[src/rtl/ocu_pkg.sv]
package ocu_pkg;
  typedef enum logic [1:0] {
    MODE_FREE     = 2'd0,
    MODE_CLRMATCH = 2'd1,
    MODE_PWM_UD   = 2'd2,
    MODE_PWM_UP   = 2'd3
  } ocu_mode_e;

  typedef enum logic [1:0] {
    ACT_NONE   = 2'd0,
    ACT_TOGGLE = 2'd1,
    ACT_CLEAR  = 2'd2,
    ACT_SET    = 2'd3
  } ocu_act_e;

  localparam logic [1:0] A_CTRL = 2'd0;
  localparam logic [1:0] A_CNT  = 2'd1;
  localparam logic [1:0] A_CMP  = 2'd2;
  localparam logic [1:0] A_FLAG = 2'd3;

  localparam int FORCE_BIT = 7;

  function automatic logic pin_after(ocu_act_e act, logic cur);
    case (act)
      ACT_TOGGLE: pin_after = ~cur;
      ACT_CLEAR:  pin_after = 1'b0;
      ACT_SET:    pin_after = 1'b1;
      default:    pin_after = cur;
    endcase
  endfunction
endpackage

[src/rtl/ocu_counter.sv]
module ocu_counter #(
  parameter int W = 8
) (
  input  logic         clk,
  input  logic         rst_n,
  input  logic         tick,
  input  logic         ld,
  input  logic [W-1:0] ld_val,
  input  logic         updown,
  input  logic         clr,
  output logic [W-1:0] cnt,
  output logic         at_top,
  output logic         at_bottom
);
  localparam logic [W-1:0] MAXV = {W{1'b1}};
  localparam logic [W-1:0] ONE  = {{(W-1){1'b0}}, 1'b1};

  logic rising;
  logic [W-1:0] step_val;
  logic         step_rising;

  assign at_top    = (cnt == MAXV);
  assign at_bottom = (cnt == '0);

  always_comb begin
    step_val    = cnt + ONE;
    step_rising = rising;
    if (updown) begin
      if (rising) begin
        if (at_top) begin
          step_val    = cnt - ONE;
          step_rising = 1'b0;
        end
      end else if (at_bottom) begin
        step_rising = 1'b1;
      end else begin
        step_val = cnt - ONE;
      end
    end
  end

  always_ff @(posedge clk or negedge rst_n) begin
    if (!rst_n) begin
      cnt    <= '0;
      rising <= 1'b1;
    end else if (ld) begin
      cnt <= ld_val;
    end else if (tick) begin
      if (clr) begin
        cnt <= '0;
      end else begin
        cnt    <= step_val;
        rising <= step_rising;
      end
    end
  end
endmodule

[src/rtl/ocu_compare.sv]
module ocu_compare #(
  parameter int W = 8
) (
  input  logic         clk,
  input  logic         rst_n,
  input  logic         tick,
  input  logic         pwm,
  input  logic         cmp_we,
  input  logic         cnt_we,
  input  logic [W-1:0] wdata,
  input  logic [W-1:0] cnt,
  input  logic         at_top,
  output logic [W-1:0] ocr_q,
  output logic [W-1:0] shadow_q,
  output logic         match
);
  logic blk_q;
  logic live_tick;

  assign live_tick = tick && !cnt_we;
  assign match     = live_tick && !blk_q && (cnt == ocr_q);

  always_ff @(posedge clk or negedge rst_n) begin
    if (!rst_n) begin
      blk_q <= 1'b0;
    end else if (cnt_we) begin
      blk_q <= 1'b1;
    end else if (tick) begin
      blk_q <= 1'b0;
    end
  end

  always_ff @(posedge clk or negedge rst_n) begin
    if (!rst_n) begin
      ocr_q    <= '0;
      shadow_q <= '0;
    end else if (!pwm) begin
      if (cmp_we) begin
        ocr_q    <= wdata;
        shadow_q <= wdata;
      end
    end else begin
      if (cmp_we) shadow_q <= wdata;
      if (live_tick && at_top) ocr_q <= shadow_q;
    end
  end
endmodule

[src/rtl/ocu_wave.sv]
module ocu_wave
  import ocu_pkg::*;
(
  input  logic     clk,
  input  logic     rst_n,
  input  logic     match,
  input  logic     force_i,
  input  ocu_act_e force_act,
  input  ocu_act_e cur_act,
  input  logic     flag_clr,
  output logic     pin,
  output logic     flag
);
  always_ff @(posedge clk or negedge rst_n) begin
    if (!rst_n) begin
      pin <= 1'b0;
    end else if (force_i) begin
      pin <= pin_after(force_act, pin);
    end else if (match) begin
      pin <= pin_after(cur_act, pin);
    end
  end

  always_ff @(posedge clk or negedge rst_n) begin
    if (!rst_n) begin
      flag <= 1'b0;
    end else if (match) begin
      flag <= 1'b1;
    end else if (flag_clr) begin
      flag <= 1'b0;
    end
  end
endmodule

[src/rtl/tmr_ocu.sv]
module tmr_ocu
  import ocu_pkg::*;
#(
  parameter int W = 8
) (
  input  logic         clk,
  input  logic         rst_n,
  input  logic         tick,
  input  logic         bus_we,
  input  logic [1:0]   bus_addr,
  input  logic [W-1:0] bus_wdata,
  output logic [W-1:0] bus_rdata,
  output logic         oc_pin,
  output logic         irq,
  output logic [W-1:0] cnt_o,
  output logic         at_top,
  output logic         at_bottom
);
  localparam int CTRL_USED = 4;

  ocu_mode_e mode_q;
  ocu_act_e  act_q;
  logic      ctrl_we, cnt_we, cmp_we, flag_clr;
  logic      pwm, force_go, match;
  logic [W-1:0] ocr_q, shadow_q;

  assign ctrl_we  = bus_we && (bus_addr == A_CTRL);
  assign cnt_we   = bus_we && (bus_addr == A_CNT);
  assign cmp_we   = bus_we && (bus_addr == A_CMP);
  assign flag_clr = bus_we && (bus_addr == A_FLAG) && bus_wdata[0];
  assign pwm      = mode_q[1];
  assign force_go = ctrl_we && bus_wdata[FORCE_BIT] && !bus_wdata[1];

  always_ff @(posedge clk or negedge rst_n) begin
    if (!rst_n) begin
      mode_q <= MODE_FREE;
      act_q  <= ACT_NONE;
    end else if (ctrl_we) begin
      mode_q <= ocu_mode_e'(bus_wdata[1:0]);
      act_q  <= ocu_act_e'(bus_wdata[3:2]);
    end
  end

  ocu_counter #(.W(W)) u_cnt (
    .clk       (clk),
    .rst_n     (rst_n),
    .tick      (tick),
    .ld        (cnt_we),
    .ld_val    (bus_wdata),
    .updown    (mode_q == MODE_PWM_UD),
    .clr       (match && (mode_q == MODE_CLRMATCH)),
    .cnt       (cnt_o),
    .at_top    (at_top),
    .at_bottom (at_bottom)
  );

  ocu_compare #(.W(W)) u_cmp (
    .clk      (clk),
    .rst_n    (rst_n),
    .tick     (tick),
    .pwm      (pwm),
    .cmp_we   (cmp_we),
    .cnt_we   (cnt_we),
    .wdata    (bus_wdata),
    .cnt      (cnt_o),
    .at_top   (at_top),
    .ocr_q    (ocr_q),
    .shadow_q (shadow_q),
    .match    (match)
  );

  ocu_wave u_wave (
    .clk       (clk),
    .rst_n     (rst_n),
    .match     (match),
    .force_i   (force_go),
    .force_act (ocu_act_e'(bus_wdata[3:2])),
    .cur_act   (act_q),
    .flag_clr  (flag_clr),
    .pin       (oc_pin),
    .flag      (irq)
  );

  always_comb begin
    case (bus_addr)
      A_CTRL:  bus_rdata = {{(W-CTRL_USED){1'b0}}, act_q, mode_q};
      A_CNT:   bus_rdata = cnt_o;
      A_CMP:   bus_rdata = pwm ? shadow_q : ocr_q;
      default: bus_rdata = {{(W-1){1'b0}}, irq};
    endcase
  end
endmodule

[config.mk]
export PLATFORM = sky130hd
export DESIGN_NAME = tmr_ocu
export DESIGN_NICKNAME = d
export VERILOG_FILES = /design/src/rtl/ocu_pkg.sv /design/src/rtl/ocu_counter.sv /design/src/rtl/ocu_compare.sv /design/src/rtl/ocu_wave.sv /design/src/rtl/tmr_ocu.sv
export SDC_FILE = /design/constraint.sdc
export NUM_CORES = 1
export LEC_CHECK = 0
export BUFFER_PORTS_ARGS = -buffer_cell sky130_fd_sc_hd__buf_2
export CAP_MARGIN = 20
export CORE_UTILIZATION = 40
export DETAILED_ROUTE_END_ITERATION = 12
export MAX_ROUTING_LAYER = met4
export PLACE_DENSITY = 0.7
export RECOVER_POWER = 50
export SYNTH_ARGS = -nofsm -noshare
export SYNTH_HDL_FRONTEND = slang
export SYNTH_HIERARCHICAL = 1
export SYNTH_SLANG_ARGS = --single-unit
[constraint.sdc]
create_clock -name clk -period 6.3 [get_ports clk]
set_clock_uncertainty 0.1 [all_clocks]
set_input_delay 0.315 -clock clk [delete_from_list [all_inputs] [get_ports clk]]
set_output_delay 0.315 -clock clk [all_outputs]
set_load 0.005 [all_outputs]
==> qor.yml <==
logic_synthesis:
  postSynthAreaPerCell_um2: 10.4
  netlist-cell-type-count: 49
  ys_seq_area_share_pct: 36.6
  synth_edf_count: 0
  synthesis.nets: 229
  synth-seq-cells: 32
  synthCells: 211
  synth-main-ff-cell: "dfrtp_1"
  synthArstFlopShare_pct: 100
  ys_warn_count: 6
  synth_area_mm2: 0.00219
placement:
  dp_hpwl_um: 3680
  port_buffers: 33
  post_dp_cell_area_mm2: 0.00239
  finalWeightedCongestion: 0.914
  dp_cells: 305
timing:
  worstMarginPinSlew_ps: 1810
  setup_tns_ps: 0
  finalCritPeriodShare_pct: 45.8
  maxSlewHeadroom_pct: -21.0
  hold_ws_ps: 202
  slew_violations: 33
  fmax_mhz: 347
  hold_viol: 0
  finalSetupViolCount: 0
  fin_crit_ps: 2880
  rsz0062_at_grt: "false"
worst_setup_path:
  cp-end-kind: "register"
  start_kind: "primary input"
  critPathLaunch: "bus_addr[1]"
  rrSetupSlack_ps: 3510
  r2r_cells: 5
  crit_arrival_ps: 3000
  crit_fanout: 19
  crit_type: "primary input to register"
  rr_endpoint: "u_cnt/cnt[5]$_DFFE_PN0P_"
  cp.required_ps: 6410
  r2r-start: "mode_q[1]$_DFFE_PN0P_"
clock_network:
  tritoncts: "built"
  cts_buffers: 5
  hold_buffers: 0
  cts-htree-levels: 2
  cts_setup_buffers: 0
  cts_resized: 0
  cts_root_buf: "clkbuf_8"
  clk_path_buf_depth: 2
  clk-insertion-delay-late_ps: 280
  clkTransAtPathRegs_ps: 70
  clock_sinks: 32
global_routing:
  grt_pass1_wl_um: 8310
  grtUsageTotal_pct: 18.8
  grt_max_degree: 33
  antenna_found_initial: 0
  grt_pass1_vias: 1661
  overflow: 0
cells_and_area:
  areaGrowthSynthToFinish_pct: 12.2
  layout.nets: 260
  insertedDiodeCount: 0
  drive_above_1_share_pct: 30.9
  utilization_pct: 47.2
  finalNonFillerCells: 313
  fin_area_mm2: 0.00246
pwr:
  p_per_area_mw_per_mm2: 331
  leakagePower_nw: 1.06
  ir_worst_vdd_uv: 179
min_path:
  whs_endpoint: "u_cnt/cnt[6]$_DFFE_PN0P_"
  hp-class: "primary input to register"
  hold_depth: 3
  min_from: "bus_wdata[6]"
status:
  failed_checks: "max-capacitance violations, max-slew violations"
  status: "finished, violations left"
floorplanning:
  ios: 34
  core_area_mm2: 0.00520
  fp.dieArea_mm2: 0.00578
  start_util_pct: 42.1
  die_h_um: 76.0
  num_rows: 26
  die_w_um: 76.0
route:
  num_vias: 1701
  ant_nets: 0
  wl_um: 5150
  vias_per_cell: 5.43
  wl_per_cell_um: 16.4
  drc: 0
  drt-pass1-iter-count: 4
  drtIter0Drc: 80
job:
  drv_cap: 1
[synthesized netlist by cell type (all sizes together), types with 7 or more instances]
master / instances / share of area [%]
dfrtp: 31 / 35
nor2: 13 / 2.2
a21oi: 7 / 1.6
mux2: 31 / 16
inv: 8 / 1.4
o21ai: 11 / 2.5
mux2i: 11 / 5.0
buf: 7 / 2.4
nand2: 11 / 1.9
xnor2: 11 / 4.4
nand3: 8 / 1.8
[layer usage]
layer  vias to the layer above  global-route usage (%)  routed length, um
met5                         -                       -                  0
met4                         0                    5.58                 66
met3                         7                    3.71                243
met2                        48                    28.5               2370
met1                       814                    25.6               2470
li1                        832                       -                  -
[how the worst max path moves through the flow]
stage	cells past startpoint	endpoint
after global routing	12	u_cnt/cnt[4]$_DFFE_PN0P_
after floorplan	6	u_cnt/cnt[5]$_DFFE_PN0P_
after global placement	13	u_cnt/cnt[4]$_DFFE_PN0P_
after CTS	5	u_cnt/cnt[5]$_DFFE_PN0P_
after detailed placement	5	u_cnt/cnt[5]$_DFFE_PN0P_
final	12	u_cnt/cnt[4]$_DFFE_PN0P_
[layout by cell type (no fill, tap or decap), drive strengths merged, types with 3 or more instances in the layout]
| cell type | instances |
|---|---|
| o21ai | 11 |
| clkbuf | 12 |
| a21oi | 7 |
| a21o | 3 |
| nor2 | 13 |
| or3 | 4 |
| inv | 8 |
| nor3b | 4 |
| and3b | 3 |
| xnor2 | 11 |
| nor3 | 3 |
| nor2b | 3 |
| buf | 30 |
| a31oi | 3 |
| ha | 4 |
| nand2b | 4 |
| nand2 | 11 |
| nand3 | 8 |
| o311ai | 3 |
| dfrtp | 31 |
| and3 | 4 |
| mux2i | 11 |
| mux2 | 31 |
[cells by family after synthesis]
group	after synthesis	synth area share, %
flops	32	36.6
fa+ha+maj	4	2.28
xor+xnor	13	5.20
simple gates	62	16.2
compound gates	39	13.5
mux	43	22.0
buf+inv	18	4.28
[final cells by class]
type / instances / area, um2
Clock buffer: 8 / 90.1
Fill cell: 529 / 2750
Inverter: 8 / 30.0
Multi-Input combinational cell: 161 / 1280
Sequential cell: 32 / 802
Tap cell: 70 / 87.6
Timing Repair Buffer: 34 / 165
[through the flow]
stage	worst slack, ps	power, W
after floorplan	3750	0.000569
after global placement	3620	0.000651
after detailed placement	3580	0.000655
after CTS	3550	0.000823
after global routing	3190	0.000869
final	3420	0.000814
[registers in the layout, summed over array words and instances, names as in the netlist]
signal          count
u_cmp/blk_q         1
u_cmp/ocr_q         8
u_cmp/shadow_q      8
u_cnt/cnt           8
u_wave/pin          1
act_q               2
u_wave/flag         1
mode_q              2
u_cnt/rising        1
[where the power goes]
part / switching, W / internal [W]
sequential: 0.0000978 / 0.000264
combinational: 0.000126 / 0.000165
clock: 0.0000721 / 0.0000890
total: 0.000296 / 0.000518
[critical path, stage by stage]
cell and delay (ps):
clkbuf_1 250, nor2_1 170, clkbuf_1 630, and2b_1 300
nand2_1 80, nor4_1 60, nand2_1 70, nor2_1 50
nor2_1 310, nand2_1 260, or3_1 400, nand3_1 90
Note: power is estimated with default switching activity, not from simulation.
